**config.mk**
```make
export PLATFORM = sky130hd
export DESIGN_NAME = gate_prot_seq
export DESIGN_NICKNAME = d
export VERILOG_FILES = /design/src/rtl/gps_pkg.sv /design/src/rtl/gps_edge_arm.sv /design/src/rtl/gps_pulse_timer.sv /design/src/rtl/gps_lo_supply.sv /design/src/rtl/gate_prot_seq.sv
export SDC_FILE = /design/constraint.sdc
export NUM_CORES = 1
export LEC_CHECK = 0
export BUFFER_PORTS_ARGS = -buffer_cell sky130_fd_sc_hd__buf_2
export CAP_MARGIN = 10
export CORE_ASPECT_RATIO = 1.25
export CORE_MARGIN = 2
export CORE_UTILIZATION = 32
export DETAILED_ROUTE_END_ITERATION = 6
export PLACE_DENSITY = 0.46
export SETUP_SLACK_MARGIN = 0.5
export SYNTH_ARGS = -nofsm -noshare
export SYNTH_HDL_FRONTEND = slang
export SYNTH_HIERARCHICAL = 1
export SYNTH_SLANG_ARGS = --single-unit
```
**constraint.sdc**
```tcl
create_clock -name clk -period 3.2 [get_ports clk]
set_input_delay 0 -clock clk [delete_from_list [all_inputs] [get_ports clk]]
set_output_delay 0 -clock clk [all_outputs]
set_load 0.1 [all_outputs]
```
**src/rtl/gps_pkg.sv**
```systemverilog
package gps_pkg;
   typedef enum logic {
      SUPPLY_OK  = 1'b0,
      SUPPLY_LOW = 1'b1
   } supply_e;

   typedef struct packed {
      logic sc;
      logic trip;
      logic clr;
   } lo_flags_t;
endpackage

```
**src/rtl/gps_edge_arm.sv**
```systemverilog
module gps_edge_arm #(
   parameter int N = 3
) (
   input  logic         clk,
   input  logic         rst_n,
   input  logic [N-1:0] cmd,
   input  logic [N-1:0] block,
   output logic [N-1:0] gate
);
   if (N < 1) begin : g_bad_n
      $error("gps_edge_arm: N must be at least 1");
   end

   logic [N-1:0] cmd_q;
   logic [N-1:0] arm_q;

   for (genvar i = 0; i < N; i++) begin : g_ph
      always_ff @(posedge clk or negedge rst_n) begin
         if (!rst_n) begin
            cmd_q[i] <= 1'b1;
            arm_q[i] <= 1'b0;
         end else begin
            cmd_q[i] <= cmd[i];
            if (block[i])
               arm_q[i] <= 1'b0;
            else if (cmd[i] && !cmd_q[i])
               arm_q[i] <= 1'b1;
         end
      end

      assign gate[i] = cmd[i] & arm_q[i] & ~block[i];

      // a cycle under blanking leaves the phase disarmed
      a_r12_blocked_then_off : assert property (@(posedge clk) disable iff (!rst_n)
         block[i] |=> !gate[i]);

      a_r2_gate_needs_cmd : assert property (@(posedge clk) disable iff (!rst_n)
         $rose(gate[i]) |-> cmd[i]);
   end
endmodule

```
**src/rtl/gps_pulse_timer.sv**
```systemverilog
module gps_pulse_timer #(
   parameter int PULSE_CYC = 240000
) (
   input  logic clk,
   input  logic rst_n,
   input  logic start,
   output logic busy
);
   localparam int CNT_W = $clog2(PULSE_CYC + 1);
   localparam logic [CNT_W-1:0] LOAD = CNT_W'(PULSE_CYC);

   if (PULSE_CYC < 1) begin : g_bad_len
      $error("gps_pulse_timer: PULSE_CYC must be at least 1");
   end

   logic [CNT_W-1:0] cnt;

   always_ff @(posedge clk or negedge rst_n) begin
      if (!rst_n)
         cnt <= '0;
      else if (start)
         cnt <= LOAD;
      else if (cnt != '0)
         cnt <= cnt - 1'b1;
   end

   assign busy = (cnt != '0);

   a_r6_restart_full : assert property (@(posedge clk) disable iff (!rst_n)
      start |=> (cnt == LOAD));

   a_r4_countdown : assert property (@(posedge clk) disable iff (!rst_n)
      (busy && !start) |=> (cnt == $past(cnt) - 1'b1));
endmodule

```
**src/rtl/gps_lo_supply.sv**
```systemverilog
module gps_lo_supply
   import gps_pkg::*;
(
   input  logic clk,
   input  logic rst_n,
   input  logic trip,
   input  logic clr,
   output logic low
);
   supply_e st;

   always_ff @(posedge clk or negedge rst_n) begin
      if (!rst_n)
         st <= SUPPLY_OK;
      else if (trip)
         st <= SUPPLY_LOW;
      else if (clr)
         st <= SUPPLY_OK;
   end

   assign low = (st == SUPPLY_LOW);

   a_r9_trip_wins : assert property (@(posedge clk) disable iff (!rst_n)
      trip |=> low);

   a_r8_only_clear_releases : assert property (@(posedge clk) disable iff (!rst_n)
      (low && !clr) |=> low);
endmodule

```
**src/rtl/gate_prot_seq.sv**
```systemverilog
module gate_prot_seq
   import gps_pkg::*;
#(
   parameter int PHASES    = 3,
   parameter int PULSE_CYC = 240000
) (
   input  logic              clk,
   input  logic              rst_n,
   input  logic [PHASES-1:0] hi_cmd,
   input  logic [PHASES-1:0] lo_cmd,
   input  logic              sc_det,
   input  logic              lo_uv_trip,
   input  logic              lo_uv_clear,
   input  logic [PHASES-1:0] hi_uv,
   output logic [PHASES-1:0] hi_gate,
   output logic [PHASES-1:0] lo_gate,
   output logic              fault_n
);
   if (PHASES < 1) begin : g_bad_phases
      $error("gate_prot_seq: PHASES must be at least 1");
   end

   lo_flags_t          lf;
   logic               uv_low;
   logic               pulse_busy;
   logic               lo_kill;
   logic [PHASES-1:0]  lo_block;

   assign lf = '{sc: sc_det, trip: lo_uv_trip, clr: lo_uv_clear};

   gps_lo_supply u_supply (
      .clk   (clk),
      .rst_n (rst_n),
      .trip  (lf.trip),
      .clr   (lf.clr),
      .low   (uv_low)
   );

   gps_pulse_timer #(.PULSE_CYC(PULSE_CYC)) u_timer (
      .clk   (clk),
      .rst_n (rst_n),
      .start (lf.sc | lf.trip),
      .busy  (pulse_busy)
   );

   assign lo_kill  = lf.sc | lf.trip | uv_low | pulse_busy;
   assign lo_block = {PHASES{lo_kill}};

   gps_edge_arm #(.N(PHASES)) u_lo_arm (
      .clk   (clk),
      .rst_n (rst_n),
      .cmd   (lo_cmd),
      .block (lo_block),
      .gate  (lo_gate)
   );

   gps_edge_arm #(.N(PHASES)) u_hi_arm (
      .clk   (clk),
      .rst_n (rst_n),
      .cmd   (hi_cmd),
      .block (hi_uv),
      .gate  (hi_gate)
   );

   assign fault_n = ~(pulse_busy | uv_low);

   a_r3_sc_blanks_low : assert property (@(posedge clk) disable iff (!rst_n)
      sc_det |-> (lo_gate == '0));

   a_r7_trip_blanks_low : assert property (@(posedge clk) disable iff (!rst_n)
      lo_uv_trip |-> (lo_gate == '0));

   // a short circuit or a trip pulls the fault line low at the next edge
   a_r4_event_flags_fault : assert property (@(posedge clk) disable iff (!rst_n)
      (sc_det || lo_uv_trip) |=> !fault_n);

   a_r8_low_holds_fault : assert property (@(posedge clk) disable iff (!rst_n)
      uv_low |-> !fault_n);

   a_r10_fault_source : assert property (@(posedge clk) disable iff (!rst_n)
      $fell(fault_n) |-> $past(sc_det || lo_uv_trip));

   for (genvar i = 0; i < PHASES; i++) begin : g_chk
      a_r10_hi_uv_local : assert property (@(posedge clk) disable iff (!rst_n)
         hi_uv[i] |-> !hi_gate[i]);
   end
endmodule

```
==> flow_summary_export.csv, run 1 <==
group,metric,value,unit
drt,antenna_left,0,
final_layout,finalInstanceArea,2135,um2
global_route,grt.met1_usage,0.1750,
timing,fin_skew,9.227,ps
drt,viasPerCell,5.106,
synthesis,synth_top_area_frac,0.3797,
synthesis,ys_types,43,
power,p_total,0.9315,mW
setup_path,critPathSlowestCell,"or4_4",
setup_path,path_delay_family,"simple AND/OR/NAND/NOR gates",
final_layout,nets,216,
final_layout,num_antenna_cells,0,
setup_path,cp_num_buf_inv,1,
power,p_per_area,436.4,nW/um2
clock_tree,worst_skew_pair.late_latency,280,ps
timing,tns,0,ps
global_route,grt_use_total,0.1430,
setup_path,path_depth,6,
drt,route.detailed.drc,0,
clock_tree,clock-sinks,31,
synthesis,seq_area_frac_synth,0.4753,
die,start_util,0.3291,
die,dieHeight,84.23,um
synthesis,synth-seq-cells,31,
synthesis,synth_edf_count,0,
setup_path,worstPathCellList,"or4_4 > nor2_4 > nand2_2 > or4_4 > nor3b_4 > buf_12",
setup_path,path_common_cell,"or4_4",
timing,worst_slew_pin_slew,705.0,ps
placed_design,place.gp.congestion,0.7745,
global_route,grt_use_met2,0.2365,
clock_tree,htreeDepth,2,
die,coreArea,5007,um2
final_layout,areaGrowthSynthToFinish,29.54,%
run,drv_cap,0,
timing,slew_headroom,0.5300,
timing,hold_violations,0,
die,die-area,5743,um2
status,outcome,"finished, final reports clean",
global_route,use_met3,0.03619,
synthesis,ys.flop_type,"dfrtp_1",
clock_tree,cts_inserted_buffers,5,
synthesis,syn_inst,161,
power,p_leak,0.8452,nW
final_layout,layout-drive-gt1-share,0.3267,
drt,dr_total_vias,1348,
timing,period_share,0.8120,
global_route,antenna_found_initial,0,
hold_path,min_path_cells,3,
timing,rsz0062_at_grt,"false",
hold_path,hold_path_class,"in2reg",
setup_path,criticalPathCategory,"reg2out",
drt,drt-total-wl,3.588,mm
global_route,grt_pass1_vias,1359,
synthesis,syn-cell-area,1648,um2
global_route,grt_start_max_net_pins,32,
drt,drt_pass1_iterations,4,
die,ios,21,
timing,fin_crit,2598,ps
die,die_w,68.19,um
synthesis,syn-num-nets,176,
global_route,top_usage_layer,"met2",
final_layout,post-route-util,0.4263,
setup_path,crit_fanout,8,
placed_design,placed_area,1832,um2
timing,fmax,384.9,MHz
synthesis,yosysWarnings,6,
setup_path,slowest_delay,640,ps
synthesis,synth_top_cell_by_area,"dfrtp_1",
timing,maxSlewViolCount,0,
synthesis,async_reset_ff_frac,1.000,
die,std_cell_rows,29,
clock_tree,cts_root_buf,"clkbuf_8",
setup_path,start_kind,"flop",
clock_tree,cts_tree,"built",
clock_tree,clk_pin_slew,70,ps
clock_tree,clock_path_buffers,2,
placed_design,io_buffer_count,20,
setup_path,worstRegToRegCells,6,
final_layout,fill_cells,506,
timing,setup_violations,0,
setup_path,crit_arrival,2600,ps
setup_path,required,3200,ps
global_route,grt_pass1_wl,6.237,mm
setup_path,end_kind,"output pin",
drt,wl_per_cell,13.59,um
placed_design,dp_hpwl,2.490,mm
synthesis,synth_area_leaders,"dfrtp_1 (38%), dfstp_2 (9.6%), mux2_1 (3.4%)",
power,peakVddDrop,261.2,uV
global_route,grt-ovfl-total,0,
drt,drt-initial-drc-count,13,
synthesis,avgSynthCellArea,10.23,um2
-- layout by cell type, fill, tap and decap left out, drive strengths merged --
cell and count:
nor4 6, a21boi 1, nand3 6, nand2 7, a31oi 1, clkinv 1
dfrtp 25, inv 10, a2111oi 1, bufinv 1, nand2b 7, o31ai 4
or3 5, nand4 1, clkbuf 6, a21oi 11, nor2 15, nor3 5
dfstp 6, or4b 1, a211oi 3, nor2b 7, or4 8, nor3b 3
buf 25, and4 2, mux2 6, o21ai 7, mux2i 1, dlygate4sd3 12
a21o 1, a311oi 1, ha 1, or2 4, o311ai 1
-- layer usage --
metal	up-vias	share of wire
li1	667	-
met1	656	0.43
met2	20	0.52
met3	5	0.026
met4	0	0.017
met5	-	0
-- logic make-up after synthesis --
family | count (synthesis) | share of synthesized area
muxes | 7 | 0.04707
AOI/OAI and AO/OA | 31 | 0.1329
DFF | 31 | 0.4753
adders and majority gates | 1 | 0.007592
buffers and inverters | 14 | 0.03645
and+or+nand+nor | 77 | 0.3007
-- synthesized netlist by cell type (2+ instances only) --
cell and instances:
a211oi_1 3, a21oi_1 5, a21oi_2 6, and4_1 2
clkbuf_1 3, dfrtp_1 25, dfstp_2 6, inv_1 10
mux2_1 5, nand2_1 7, nand2b_1 7, nand3_1 6
nor2_1 14, nor2b_1 7, nor3_1 4, nor3b_1 2
nor4_1 3, nor4_2 2, o21ai_0 5, o21ai_1 2
o31ai_1 4, or2_2 3, or3_1 4, or4_1 7
-- where the power goes --
group          internal [mW]  switching, mW
logic                 0.0498         0.0589
registers              0.410         0.0153
clock network          0.252          0.146
-- state kept, by name, indices dropped and copies added, names as in the netlist --
signal          count
u_hi_arm/arm_q      3
u_hi_arm/cmd_q      3
u_lo_arm/arm_q      3
u_lo_arm/cmd_q      3
u_supply/low        1
u_timer/cnt        18
-- layout make-up --
class / count / area (um2) / share of cell area
clock buffers: 6 / 82.58 / 0.03869
well taps: 62 / 77.57 / 0.03634
flip-flops and latches: 31 / 783.3 / 0.3669
repair buffers: 37 / 277.8 / 0.1301
inverters: 10 / 37.54 / 0.01758
clock inverters: 2 / 35.03 / 0.01641
multi-input cells: 116 / 840.8 / 0.3939
-- repair_timing --
| item | 4_1_cts | 5_1_grt |
|---|---|---|
| setup endpoints to repair | 3 | 3 |
| setup buffers | 0 | 5 |
| resized for setup | 6 | 3 |
| pin swaps | 0 | 3 |
| hold buffers | 12 | 0 |
| hold endpoints to repair | 36 | 0 |
-- final timing paths --
kind / from / endpoint / slack [ps]
hold reg to reg: u_lo_arm/arm_q[0] / u_lo_arm/arm_q[0] / 520
max in group asynchronous: rst_n / u_timer/cnt[0] / 2440
setup reg to reg: u_timer/cnt[14] / u_lo_arm/arm_q[0] / 1020
setup / recovery: u_timer/cnt[14] / lo_gate[1] / 600
min in group asynchronous: rst_n / u_hi_arm/arm_q[2] / 300
hold / removal: sc_det / u_lo_arm/arm_q[1] / 50
-- through the flow --
step	setup WS (ps)	instances	hold slack [ps]
after floorplan	496.1	161	-295.6
after global placement	641.7	239	84.30
after detailed placement	557.2	239	107.2
after CTS	501.9	259	55.78
after global routing	495.4	264	44.58
final	601.7	264	47.98
-- tightest hold or removal path, delay by kind of cell --
family	cells	cell delay (ps)
AO/OA/AOI/OAI	1	40
AND/OR/NAND/NOR	1	160
buffers and inverters	1	90
Note: power is estimated with default switching activity, not from simulation.
==> run 2, diff against run 1 <==
==> constraint.sdc (replaced) <==
create_clock -name clk -period 2.7 [get_ports clk]
set_input_delay 0 -clock clk [delete_from_list [all_inputs] [get_ports clk]]
set_output_delay 0 -clock clk [all_outputs]
set_load 0.1 [all_outputs]
==> run 2 against run 1 <==
Net effect:
- total power is 8.9% higher
- non-clock buffer count grew 15
- register-to-register slack got worse by 440 ps
- global-route usage is 0.29 points higher
- largest cell class unchanged
==> flow_summary_export.csv, run 2 (synthesis gave the netlist of run 1 again) <==
group,metric,value,unit
status,outcome,"finished, final reports clean",
setup_path,r2r_slack,580,ps
final_layout,fill_cells,486,
clock_tree,clk_pin_slew,60,ps
die,die_w,68.19,um
hold_path,hold_start,"sc_det",
clock_tree,clock-sinks,31,
global_route,grt-ovfl-total,0,
global_route,grt_start_max_net_pins,32,
power,clkPwrFrac,0.364,
drt,antenna_left,0,
die,ios,21,
placed_design,dp_hpwl,2.454,mm
final_layout,final_cell_mix,"dfrtp_1 (25), buf_4 (19), buf_2 (16)",
timing,setup_violations,0,
final_layout,nets,231,
timing,maxSlewViolCount,0,
timing,worst_slew_pin_slew,691.5,ps
setup_path,worstReg2RegStart,"u_timer/cnt[15]",
clock_tree,htreeDepth,2,
placed_design,placed_area,1889,um2
final_layout,finalInstanceArea,2312,um2
final_layout,num_antenna_cells,0,
setup_path,crit_arrival,2390,ps
timing,fin_crit,2395,ps
power,p_per_area,438.7,nW/um2
die,coreArea,5007,um2
final_layout,areaGrowthSynthToFinish,40.32,%
placed_design,dp.cells,240,
drt,drt-total-wl,3.689,mm
power,power_frac_comb,0.138,
placed_design,io_buffer_count,20,
setup_path,criticalPathCategory,"reg2out",
hold_path,hold_path_class,"in2reg",
drt,wl_per_cell,13.22,um
clock_tree,cts_tree,"built",
global_route,top_usage_layer,"met2",
power,p_total,1.014,mW
setup_path,start_kind,"flop",
setup_path,worstRegToRegCells,7,
drt,drt_pass1_iterations,6,
timing,hold_violations,0,
global_route,grt_pass1_wl,6.423,mm
setup_path,rr_endpoint,"u_lo_arm/arm_q[2]",
timing,rsz0062_at_grt,"true",
power,p_leak,0.9244,nW
timing,period_share,0.8869,
clock_tree,clock_path_buffers,2,
drt,dr_total_vias,1409,
timing,fmax,417.6,MHz
final_layout,largest_reg_flops,18,
run,drv_cap,0,
hold_path,min_path_cells,4,
die,dieHeight,84.23,um
power,p_switching,0.2557,mW
final_layout,layout-drive-gt1-share,0.3963,
setup_path,crit_fanout,4,
clock_tree,worst_skew_pair.late_latency,280,ps
timing,fin_skew,9.516,ps
global_route,grt_use_total,0.1460,
power,seqPwrFrac,0.498,
placed_design,place.gp.congestion,0.8017,
die,die-area,5743,um2
power,p_int,0.7588,mW
global_route,grt_use_met2,0.2436,
drt,drt-initial-drc-count,51,
power,peakVddDrop,318.5,uV
setup_path,cp-startpoint,"u_timer/cnt[15]",
setup_path,end_kind,"output pin",
drt,viasPerCell,5.050,
timing,tns,0,ps
die,std_cell_rows,29,
power,swShare,0.2521,
clock_tree,cts_root_buf,"clkbuf_8",
timing,hold_slack,128.0,ps
clock_tree,cts_inserted_buffers,5,
setup_path,required,2700,ps
global_route,grt_pass1_vias,1409,
final_layout,layout_commonest_cell,"dfrtp_1",
die,start_util,0.3291,
global_route,use_met3,0.03753,
final_layout,regMostFlops,"u_timer/cnt",
hold_path,hold_end,"u_lo_arm/arm_q[1]",
timing,slew_headroom,0.5390,
global_route,antenna_found_initial,0,
final_layout,stdcell_count,279,
global_route,grt.met1_usage,0.1793,
drt,route.detailed.drc,0,
run 2: stage by stage:
stage               utilization  worst slack [ps]
floorplan                     -            -3.913
global placement         0.3773             323.2
detailed placement       0.3773             230.9
CTS                      0.4475             278.6
global route             0.4618             227.4
finish                   0.4618             305.4
run 2: power groups by stage:
stage,Combinational (mW),Clock [mW],Sequential (mW)
floorplan,0.0751,0,0.508
global placement,0.112,0,0.512
detailed placement,0.114,0,0.512
CTS,0.138,0.380,0.503
global route,0.156,0.403,0.508
finish,0.140,0.369,0.505
run 2: layer usage:
metal,routed length (um),share of wire,up-vias
met2,1939,0.53,22
met1,1594,0.43,685
met4,45,0.012,0
met3,109,0.030,4
li1,-,-,698
met5,0,0,-
run 2: how the worst max path moves through the flow:
| stage | depth (start not counted) | to |
|---|---|---|
| 6_report | 7 | lo_gate[2] |
| 5_1_grt | 8 | lo_gate[1] |
| 4_1_cts | 8 | lo_gate[1] |
| 3_5_place_dp | 8 | lo_gate[1] |
| 3_3_place_gp | 8 | lo_gate[1] |
| 2_1_floorplan | 6 | lo_gate[1] |
run 2: timing repair:
item	CTS	global route
setup buffers	15	4
setup endpoints to repair	7	6
pin swaps	9	3
hold buffers	12	0
gates resized for setup	8	10
hold endpoints to repair	37	0
run 2: cell type report:
class | instances | area (um2) | share of cell area
tap | 62 | 77.57 | 0.03355
timing repair buffer | 52 | 434.2 | 0.1878
multi-input combinational | 116 | 888.4 | 0.3842
inverter | 10 | 37.54 | 0.01623
clock inverter | 1 | 5.005 | 0.002164
clock buffer | 7 | 86.33 | 0.03734
sequential | 31 | 783.3 | 0.3387
run 2: critical path, stage by stage, from the launching register on:
cell,delay (ps)
dfrtp_1,370
or4_4,570
nor2_4,150
nand2_4,50
or4_4,530
buf_4,170
nor2_4,90
buf_12,180
==> run 3, diff against run 2 <==
--- a/config.mk
+++ b/config.mk
@@ -11,9 +11,8 @@
 export CORE_MARGIN = 2
 export CORE_UTILIZATION = 32
 export DETAILED_ROUTE_END_ITERATION = 6
-export PLACE_DENSITY = 0.46
+export PLACE_DENSITY = 0.47
 export SETUP_SLACK_MARGIN = 0.5
 export SYNTH_ARGS = -nofsm -noshare
 export SYNTH_HDL_FRONTEND = slang
-export SYNTH_HIERARCHICAL = 1
 export SYNTH_SLANG_ARGS = --single-unit
==> run 3 against run 2 <==
Net effect:
- global-route usage increased by 1.2 points
- highest routed layer unchanged
- via count shrank 4.1%
- largest power group unchanged
- setup slack better by 76 ps
- clock power up 1%
- synthesized area down 8.0%
- register-to-register slack got worse by 200 ps
- critical endpoint is now lo_gate[0]
==> flow_summary_export.csv, run 3 <==
group,metric,value,unit
setup_path,worstRegToRegCells,6,
power,clkPwrFrac,0.376,
setup_path,r2r_slack,380,ps
power,p_per_area,457.9,nW/um2
synthesis,syn-num-nets,168,
power,swShare,0.2519,
setup_path,worstReg2RegStart,"u_timer.cnt[12]",
synthesis,avgSynthCellArea,9.903,um2
power,power_frac_comb,0.118,
timing,tns,0,ps
status,outcome,"finished, final reports clean",
setup_path,crit_fanout,3,
final_layout,layout-drive-gt1-share,0.3415,
clock_tree,htreeDepth,2,
final_layout,post-route-util,0.4654,
clock_tree,clock_path_buffers,2,
synthesis,synth_top_cell_by_area,"dfrtp_1",
hold_path,hold_path_class,"in2reg",
setup_path,end_kind,"output pin",
run,drv_cap,0,
timing,fin_skew,7.258,ps
die,dieHeight,80.94,um
power,seqPwrFrac,0.506,
power,p_switching,0.2501,mW
synthesis,ys_types,39,
hold_path,min_path_cells,3,
power,p_leak,0.9093,nW
timing,period_share,0.8586,
timing,setup_violations,0,
drt,drt-total-wl,3.750,mm
final_layout,nets,219,
final_layout,fill_cells,461,
power,p_int,0.7428,mW
timing,hold_violations,0,
timing,fmax,431.3,MHz
hold_path,hold_start,"sc_det",
synthesis,yosysWarnings,0,
die,die-area,5305,um2
setup_path,crit_arrival,2320,ps
timing,rsz0062_at_grt,"true",
drt,dr_total_vias,1351,
setup_path,start_kind,"flop",
die,std_cell_rows,28,
timing,slew_headroom,0.4592,
die,start_util,0.3252,
die,ios,21,
global_route,grt_pass1_vias,1368,
setup_path,required,2700,ps
drt,wl_per_cell,14.15,um
synthesis,syn-cell-area,1515,um2
placed_design,dp_hpwl,2.470,mm
global_route,grt_pass1_wl,6.320,mm
timing,fin_crit,2318,ps
global_route,grt_start_max_net_pins,32,
die,coreArea,4659,um2
final_layout,regMostFlops,"u_timer.cnt",
drt,antenna_left,0,
timing,worst_slew_pin_slew,808.3,ps
clock_tree,worst_skew_pair.late_latency,280,ps
drt,drt_pass1_iterations,4,
synthesis,synthTopCellsByCount,"dfrtp_1 (25), nor2_1 (14), a21oi_1 (12)",
synthesis,synth_most_common_cell,"dfrtp_1",
placed_design,io_buffer_count,20,
setup_path,criticalPathCategory,"reg2out",
drt,drt-initial-drc-count,33,
drt,route.detailed.drc,0,
global_route,grt-ovfl-total,0,
die,die_w,65.55,um
synthesis,seq_area_frac_synth,0.5169,
synthesis,syn_inst,153,
global_route,antenna_found_initial,0,
synthesis,synth_top_area_frac,0.4129,
synthesis,synth_area_leaders,"dfrtp_1 (41%), dfstp_2 (10%), a21oi_1 (4.0%)",
power,peakVddDrop,265.1,uV
global_route,grt_use_total,0.1577,
drt,viasPerCell,5.098,
synthesis,async_reset_ff_frac,1.000,
clock_tree,cts_root_buf,"clkbuf_8",
final_layout,areaGrowthSynthToFinish,43.10,%
timing,timing.final.ws_setup,381.7,ps
clock_tree,clock-sinks,31,
clock_tree,clk_pin_slew,70,ps
final_layout,layout_commonest_cell,"dfrtp_1",
synthesis,synth_edf_count,0,
synthesis,ys.flop_type,"dfrtp_1",
placed_design,place.gp.congestion,0.7756,
timing,maxSlewViolCount,0,
clock_tree,cts_inserted_buffers,5,
final_layout,num_antenna_cells,0,
synthesis,synth-seq-cells,31,
placed_design,dp_slack,208.6,ps
timing,hold_slack,65.87,ps
final_layout,largest_reg_flops,18,
clock_tree,cts_tree,"built",
final_layout,final_cell_mix,"dfrtp_1 (24), buf_2 (16), buf_4 (16)",
setup_path,cp-startpoint,"u_timer.cnt[12]",
run 3: cell count changes after synthesis, moves of 4 or more:
cell / delta
a21oi_1: +7
a21oi_2: -6
mux2_1: -5
mux2i_1: +5
nor2b_1: -5
nand2b_1: -4
or3_1: +4
run 3: timing repair:
| item | 4_1_cts | 5_1_grt |
|---|---|---|
| setup buffers | 8 | 3 |
| hold buffers | 12 | 0 |
| gates resized for setup | 11 | 12 |
| endpoints found under the hold margin | 38 | 0 |
| setup endpoints to repair | 11 | 18 |
| pin swaps | 6 | 6 |
run 3: power by group through the flow:
stage                     clock (mW)  combinational, mW  sequential (mW)
final                          0.373              0.117            0.502
after global routing           0.405              0.132            0.505
after CTS                      0.387              0.116            0.501
after detailed placement           0              0.100            0.509
after global placement             0             0.0982            0.508
after floorplan                    0             0.0633            0.505
run 3: routing by layer:
metal	share of wire	GRT usage
met5	0	0
met1	0.42	0.1798
met2	0.54	0.2755
met4	0.012	0.07292
met3	0.028	0.04017
run 3: logic make-up after synthesis:
family	share of synthesized area
AO/OA/AOI/OAI	0.1363
multiplexers	0.03964
buffers and inverters	0.03550
flip-flops	0.5169
adder cells (fa/ha/maj)	0.008256
AND/OR/NAND/NOR	0.2634
run 3: stage by stage:
step | power (mW) | std cells | cell area [um2]
2_1_floorplan | 0.5679 | 153 | 1530
3_5_place_dp | 0.6095 | 234 | 1775
4_1_cts | 1.005 | 262 | 2098
3_3_place_gp | 0.6067 | 234 | 1775
6_report | 0.9928 | 265 | 2168
5_1_grt | 1.042 | 265 | 2168
run 3: worst max-delay path, stage by stage (launching register included):
cell and delay [ps]:
dfrtp_1 380, or4_4 530, or3_4 410, nor4_4 290, and3_4 250, buf_12 170
run 3: final timing paths:
check	to
max	lo_gate[0]
min	u_timer.cnt[3]
max reg2reg	u_lo_arm.arm_q[1]
min reg2reg	u_hi_arm.arm_q[1]
max in group asynchronous	u_timer.cnt[9]
min in group asynchronous	u_timer.cnt[10]
run 3: area by class of cell:
type	instances	area [um2]	area share
multi-input cells	108	772.0	0.3560
inverters	9	33.78	0.01558
clock buffers	7	86.33	0.03982
well taps	60	75.07	0.03462
clock inverters	1	5.005	0.002308
repair buffers	49	411.6	0.1898
flip-flops and latches	31	784.5	0.3618
